## src/rtl/pdc_pkg.sv

```systemverilog
package pdc_pkg;

    typedef enum logic [1:0] {
        PM_RUN   = 2'd0,
        PM_IDLE  = 2'd1,
        PM_HALT  = 2'd2,
        PM_SETTLE = 2'd3
    } pm_state_e;

    localparam logic [7:0] KEY_IDLE     = 8'h0F;
    localparam logic [7:0] KEY_HALT_ARM = 8'h5A;

    typedef struct packed {
        logic idle_req;
        logic halt_armed;
    } ctl_cmd_t;

    // Terminal value of the prescaler count for divide-by 2^(sel+1)
    function automatic int unsigned prescale_last(input int unsigned sel);
        return (32'd1 << (sel + 1)) - 32'd1;
    endfunction

endpackage

```

## src/rtl/pdc_ctl_reg.sv

```systemverilog
module pdc_ctl_reg #(
    parameter int ADDR_W = 8,
    parameter logic [ADDR_W-1:0] CTL_ADDR = 'hF5
) (
    input  logic                  clk,
    input  logic                  rst,
    input  logic                  wr_en,
    input  logic [ADDR_W-1:0]     addr,
    input  logic [7:0]            wdata,
    input  logic                  clr,
    output pdc_pkg::ctl_cmd_t     cmd
);
    import pdc_pkg::*;

    logic [7:0] key_q;
    logic       wr_hit;

    assign wr_hit = wr_en && (addr == CTL_ADDR);

    always_ff @(posedge clk) begin
        if (rst || clr) begin
            key_q <= 8'h00;
        end else if (wr_hit) begin
            key_q <= wdata;
        end
    end

    always_comb begin
        cmd.idle_req   = wr_hit && (wdata == KEY_IDLE);
        cmd.halt_armed = (key_q == KEY_HALT_ARM);
    end

    // automatic clear on leaving halt-all mode disarms the register
    p_clear_disarms_r9: assert property (@(posedge clk) disable iff (rst)
        clr |=> !cmd.halt_armed);

endmodule

```

## src/rtl/pdc_wake_gate.sv

```systemverilog
module pdc_wake_gate #(
    parameter int N_IRQ = 8
) (
    input  logic             clk,
    input  logic             rst,
    input  logic             capture,
    input  logic [N_IRQ-1:0] irq_en,
    input  logic [N_IRQ-1:0] irq_pend,
    output logic             wake
);
    logic [N_IRQ-1:0] mask_q;

    always_ff @(posedge clk) begin
        if (rst) begin
            mask_q <= '0;
        end else if (capture) begin
            mask_q <= irq_en;
        end
    end

    assign wake = |(irq_pend & mask_q);

endmodule

```

## src/rtl/pdc_settle_timer.sv

```systemverilog
module pdc_settle_timer #(
    parameter int PSEL_W = 3,
    parameter int CNT_W  = 8
) (
    input  logic              clk,
    input  logic              rst,
    input  logic              run,
    input  logic [PSEL_W-1:0] sel,
    output logic              done
);
    import pdc_pkg::*;

    localparam int PRE_W = 1 << PSEL_W;

    logic [PRE_W-1:0] pre_q;
    logic [CNT_W-1:0] cnt_q;
    logic             pre_last;
    logic             tick;

    assign pre_last = (pre_q == PRE_W'(prescale_last(int'(sel))));
    assign tick     = run && pre_last;
    assign done     = tick && (&cnt_q);

    always_ff @(posedge clk) begin
        if (rst || !run) begin
            pre_q <= '0;
            cnt_q <= '0;
        end else if (pre_last) begin
            pre_q <= '0;
            cnt_q <= cnt_q + 1'b1;
        end else begin
            pre_q <= pre_q + 1'b1;
        end
    end

    // settling count only ever holds or steps by one while running
    p_count_step_r7: assert property (@(posedge clk) disable iff (rst)
        (run && $past(run) && !$past(done)) |->
            (cnt_q == $past(cnt_q)) || (cnt_q == $past(cnt_q) + 1'b1));

endmodule

```

## src/rtl/pdc_mode_fsm.sv

```systemverilog
module pdc_mode_fsm #(
    parameter int PSEL_W = 3
) (
    input  logic                   clk,
    input  logic                   rst,
    input  pdc_pkg::ctl_cmd_t      cmd,
    input  logic                   stop_exec,
    input  logic                   wake,
    input  logic                   settle_done,
    input  logic                   gie,
    input  logic [PSEL_W-1:0]      presc_sel,
    output logic                   capture,
    output logic                   key_clr,
    output logic                   settling,
    output logic [PSEL_W-1:0]      sel_q,
    output logic                   cpu_halt,
    output logic                   osc_en,
    output logic                   pclk_en,
    output logic                   wake_stb,
    output logic                   wake_vector
);
    import pdc_pkg::*;

    pm_state_e state_q, state_d;
    logic      release_d;

    always_comb begin
        state_d   = state_q;
        release_d = 1'b0;
        capture   = 1'b0;
        key_clr   = 1'b0;
        unique case (state_q)
            PM_RUN: begin
                if (cmd.idle_req) begin
                    state_d = PM_IDLE;
                    capture = 1'b1;
                end else if (stop_exec && cmd.halt_armed) begin
                    state_d = PM_HALT;
                    capture = 1'b1;
                end
            end
            PM_IDLE: begin
                if (wake) begin
                    state_d   = PM_RUN;
                    release_d = 1'b1;
                end
            end
            PM_HALT: begin
                if (wake) begin
                    state_d = PM_SETTLE;
                    key_clr = 1'b1;
                end
            end
            PM_SETTLE: begin
                if (settle_done) begin
                    state_d   = PM_RUN;
                    release_d = 1'b1;
                end
            end
            default: state_d = PM_RUN;
        endcase
    end

    always_ff @(posedge clk) begin
        if (rst) begin
            state_q     <= PM_RUN;
            sel_q       <= '0;
            wake_stb    <= 1'b0;
            wake_vector <= 1'b0;
        end else begin
            state_q  <= state_d;
            wake_stb <= release_d;
            if (release_d) begin
                wake_vector <= gie;
            end
            if (state_q == PM_RUN && state_d == PM_HALT) begin
                sel_q <= presc_sel;
            end
        end
    end

    assign settling = (state_q == PM_SETTLE);
    assign cpu_halt = (state_q != PM_RUN);
    assign osc_en   = (state_q != PM_HALT);
    assign pclk_en  = (state_q != PM_HALT);

    // an armed strobe in run mode enters halt-all
    p_halt_entry_r3: assert property (@(posedge clk) disable iff (rst)
        (state_q == PM_RUN && stop_exec && cmd.halt_armed && !cmd.idle_req)
            |=> (state_q == PM_HALT));

    // without a key, run mode persists
    p_unarmed_stays_r4: assert property (@(posedge clk) disable iff (rst)
        (state_q == PM_RUN && !cmd.halt_armed && !cmd.idle_req)
            |=> (state_q == PM_RUN));

    // idle mode holds until a masked-in request appears
    p_idle_holds_r5: assert property (@(posedge clk) disable iff (rst)
        (state_q == PM_IDLE && !wake) |=> (state_q == PM_IDLE));

    // settling holds until the counter overflows
    p_settle_holds_r7: assert property (@(posedge clk) disable iff (rst)
        (state_q == PM_SETTLE && !settle_done) |=> (state_q == PM_SETTLE));

    // release strobe lasts one cycle
    p_strobe_single_r8: assert property (@(posedge clk) disable iff (rst)
        wake_stb |=> !wake_stb);

endmodule

```

## src/rtl/pwr_mode_ctrl.sv

```systemverilog
module pwr_mode_ctrl #(
    parameter int N_IRQ  = 8,
    parameter int ADDR_W = 8,
    parameter logic [ADDR_W-1:0] CTL_ADDR = 'hF5,
    parameter int PSEL_W = 3,
    parameter int CNT_W  = 8
) (
    input  logic              clk,
    input  logic              rst,
    input  logic              bus_wr,
    input  logic [ADDR_W-1:0] bus_addr,
    input  logic [7:0]        bus_wdata,
    input  logic              stop_exec,
    input  logic [N_IRQ-1:0]  irq_pend,
    input  logic [N_IRQ-1:0]  irq_en,
    input  logic              gie,
    input  logic [PSEL_W-1:0] presc_sel,
    output logic              cpu_halt,
    output logic              osc_en,
    output logic              pclk_en,
    output logic              wake_stb,
    output logic              wake_vector
);
    import pdc_pkg::*;

    ctl_cmd_t          cmd;
    logic              capture;
    logic              key_clr;
    logic              wake;
    logic              settling;
    logic              settle_done;
    logic [PSEL_W-1:0] sel_q;

    pdc_ctl_reg #(.ADDR_W(ADDR_W), .CTL_ADDR(CTL_ADDR)) u_reg (
        .clk   (clk),
        .rst   (rst),
        .wr_en (bus_wr),
        .addr  (bus_addr),
        .wdata (bus_wdata),
        .clr   (key_clr),
        .cmd   (cmd)
    );

    pdc_wake_gate #(.N_IRQ(N_IRQ)) u_wake (
        .clk      (clk),
        .rst      (rst),
        .capture  (capture),
        .irq_en   (irq_en),
        .irq_pend (irq_pend),
        .wake     (wake)
    );

    pdc_settle_timer #(.PSEL_W(PSEL_W), .CNT_W(CNT_W)) u_timer (
        .clk  (clk),
        .rst  (rst),
        .run  (settling),
        .sel  (sel_q),
        .done (settle_done)
    );

    pdc_mode_fsm #(.PSEL_W(PSEL_W)) u_fsm (
        .clk         (clk),
        .rst         (rst),
        .cmd         (cmd),
        .stop_exec   (stop_exec),
        .wake        (wake),
        .settle_done (settle_done),
        .gie         (gie),
        .presc_sel   (presc_sel),
        .capture     (capture),
        .key_clr     (key_clr),
        .settling    (settling),
        .sel_q       (sel_q),
        .cpu_halt    (cpu_halt),
        .osc_en      (osc_en),
        .pclk_en     (pclk_en),
        .wake_stb    (wake_stb),
        .wake_vector (wake_vector)
    );

endmodule

```

## config.mk

```make
export PLATFORM = sky130hd
export DESIGN_NAME = pwr_mode_ctrl
export DESIGN_NICKNAME = d
export VERILOG_FILES = /design/src/rtl/pdc_pkg.sv /design/src/rtl/pdc_ctl_reg.sv /design/src/rtl/pdc_wake_gate.sv /design/src/rtl/pdc_settle_timer.sv /design/src/rtl/pdc_mode_fsm.sv /design/src/rtl/pwr_mode_ctrl.sv
export SDC_FILE = /design/constraint.sdc
export NUM_CORES = 1
export LEC_CHECK = 0
export ABC_AREA = 1
export BUFFER_PORTS_ARGS = -buffer_cell sky130_fd_sc_hd__buf_4
export CAP_MARGIN = 20
export CORE_UTILIZATION = 48
export DETAILED_ROUTE_END_ITERATION = 7
export PLACE_DENSITY = 0.87
export SETUP_SLACK_MARGIN = 0.5
export SYNTH_ARGS = -nofsm -noshare
export SYNTH_HDL_FRONTEND = slang
export SYNTH_SLANG_ARGS = --single-unit
```

## constraint.sdc

```tcl
create_clock -name clk -period 1.81 [get_ports clk]
set_clock_uncertainty 0.05 [all_clocks]
set_input_delay 0.181 -clock clk [delete_from_list [all_inputs] [get_ports clk]]
set_output_delay 0.181 -clock clk [all_outputs]
set_load 0.01 [all_outputs]
```

==> metrics.cfg <==
[timing]
rsz0062_at_grt=true
fmax_mhz=518
tightest_slew_ps=615
drv_slew=0
fin_crit_sh_pct=107
layout_setup_ws_ps=-120
maxSlewHeadroom_pct=58.8
holdWs_ps=31.8
hold_violations=0
report.final.setup_viol=13
min_period_ps=1930

[cells_and_area]
design_area_mm2=0.00303
final_nets=410
antenna_cells=0
drive_above_1_share_pct=40.1
synthToLayoutAreaGrowth_pct=48.5
instances_no_fill=417
multi_input_area_mm2=0.00136
regArea_um2=802
layout_commonest_cell=nand2_1
n_fill_cell=259
final_cell_mix=nand2_1 (57), buf_4 (56), dfxtp_1 (32), inv_1 (29), nor2_1 (27)

[clock_tree]
cts_hold_buffers=0
cts_num_sinks=39
cts-root-buf=clkbuf_8
clk_pin_slew_ps=80
htree_levels=2
cts_buffer_depth=2
clock_latency_ps=300
cts_inserted_buffers=5
cts_tree=yes

[floorplanning]
initial_utilization_pct=50.6
fp.dieArea_mm2=0.00451
rows=23
coreArea_mm2=0.00403
die_h_um=67.2
ios=45
fp.dieW_um=67.2

[setup_path]
cp.required_ps=2000
cp_cell_sequence=inv_4 -> nand3_4 -> ha_4 -> nor2_2 -> nor2_1 -> nand2_1 -> nor2_1 -> nand2_1 -> nor2_4 -> nand4_1 -> buf_4 -> a21oi_2
critical_path_class=reg -> reg
critPathCaptureType=flop
cpPeakStageDelay_ps=360
worst-path-buf-inv=2
crit_family=simple AND/OR/NAND/NOR gates
cp-start-kind=flop
critPathSlowestCell=dfxtp_4
cp.arrival_ps=2120
path_max_fanout=4

[synthesis]
synth.cell_area_mm2=0.00204
ys_seq_area_share_pct=38.3
yosys-top-cells-area=dfxtp_1 (38%), nand2_1 (13%), a21oi_1 (7.9%)
ys_ff_latch=39
ys_types=30
syn_avg_cell_area_um2=6.82
synth_top_area_share_pct=38.3
synth_top_area_cell=dfxtp_1
syn-num-nets=342
ys_warn_count=0
syn_inst=299

[placement]
dp_slack_ps=-81.4
portBuffers=44
dp_cells=398
post_dp_cell_area_mm2=0.00252
dpl.hpwl_mm=3.65
gp_congestion=0.856

[detailed_routing]
avgViaCountPerCell=5.53
drtIter0Drc=116
drc=0
vias=2304
wl_per_cell_um=14.9
drt_wl_total_mm=6.21
firstDrtPassIters=5
ant_nets=0

[power]
leakage_nw=1.25
vdd_ir_drop_max_v=0.000559
power_density_mw_per_mm2=557

[global_routing]
overflow=0
grt_pass1_wl_mm=8.94
antenna_found_initial=0
grt_pass1_vias=2096
grt_start_max_net_pins=13
grt.total_usage_pct=25.9

[run]
maxCapViolations=0

[outcome]
violations=setup timing
outcome=complete, but fails checks

[hold_path]
hp-class=in -> reg

kinds of logic after synthesis:
logic type	share of synthesized area, %
and+or+nand+nor	34.5
buffers and inverters	8.72
other	0.184
xor gates and xnor gates	3.01
AOI/OAI and AO/OA	13.4
DFF	38.3
adders and majority gates	1.84
layer usage:
layer | global-route usage, % | vias up | wire length, um
li1 | - | 1121 | -
met1 | 30.5 | 1083 | 2470
met2 | 46.4 | 80 | 3310
met3 | 5.24 | 20 | 292
met4 | 8.78 | 0 | 141
met5 | 0 | - | 0
cell type report:
| cell class | instances | area share [%] |
|---|---|---|
| well taps | 50 | 2.07 |
| clock inverters | 2 | 1.20 |
| repair inverters | 1 | 0.248 |
| inverters | 39 | 5.66 |
| repair buffers | 64 | 17.2 |
| clock buffers | 5 | 2.27 |
| multi-input cells | 217 | 44.9 |
| flip-flops and latches | 39 | 26.5 |
Yosys cell counts:
master,n
nand2_1,68
dfxtp_1,39
a21oi_1,32
inv_1,32
nor2_1,31
nand3_1,27
nand4_1,11
o21ai_0,10
inv_2,6
nor3_1,5
o21ai_1,4
xor2_1,4
ha_1,3
nor2_2,3
o21ai_2,3
xnor2_1,3
a221oi_1,2
buf_4,2
nand2_2,2
nand3b_1,2
and3_1,1
buf_1,1
buf_6,1
clkinv_2,1
conb_1,1
nand2_4,1
nand3_2,1
nor3_2,1
nor3b_2,1
or2_1,1
worst reg2reg max path: cells and delay by family, from the launching register on:
kind | cells | cell delay, ps
buf+inv | 2 | 290
flops | 1 | 360
simple gates | 8 | 790
fa+ha+maj | 1 | 270
compound gates | 1 | 130
registers in the layout (all words and copies together) (netlist names):
name               cells
u_timer.pre_q          8
u_reg.key_q            8
u_fsm.state_q          2
u_wake.mask_q          8
u_timer.cnt_q          8
u_fsm.wake_stb         1
u_fsm.sel_q            3
u_fsm.wake_vector      1
final timing paths:
path | cells past startpoint | start | end | slack [ps]
worst max-delay path | 12 | u_fsm.sel_q[0] | u_fsm.wake_stb | -120
worst min-delay path | 2 | rst | u_fsm.state_q[0] | 30
worst max register to register | 12 | u_fsm.sel_q[0] | u_fsm.wake_stb | -120
worst min register to register | 2 | u_reg.key_q[2] | u_reg.key_q[2] | 420
repair_timing:
| action | in CTS | in global routing |
|---|---|---|
| buffers inserted | 3 | 8 |
| endpoints found under the setup margin | 41 | 41 |
| pin swaps | 17 | 25 |
| gates cloned | 1 | 0 |
| gates resized for setup | 28 | 56 |
report_power, final:
part           internal (W)  total (W)  switching (W)
Combinational     0.0000638   0.000110      0.0000458
Sequential         0.000850   0.000850    0.000000135
Clock              0.000404   0.000726       0.000322
Total               0.00132    0.00169       0.000368
per-stage QoR:
step	util, %	total power, W	setup TNS, ps
2_1_floorplan	-	0.000895	0
3_3_place_gp	62.5	0.000967	-62.9
3_5_place_dp	62.5	0.000968	-412
4_1_cts	68.6	0.00168	-55.2
5_1_grt	75.1	0.00173	-2400
6_report	75.1	0.00169	-580
No activity file was read; power rests on OpenSTA's default activity.
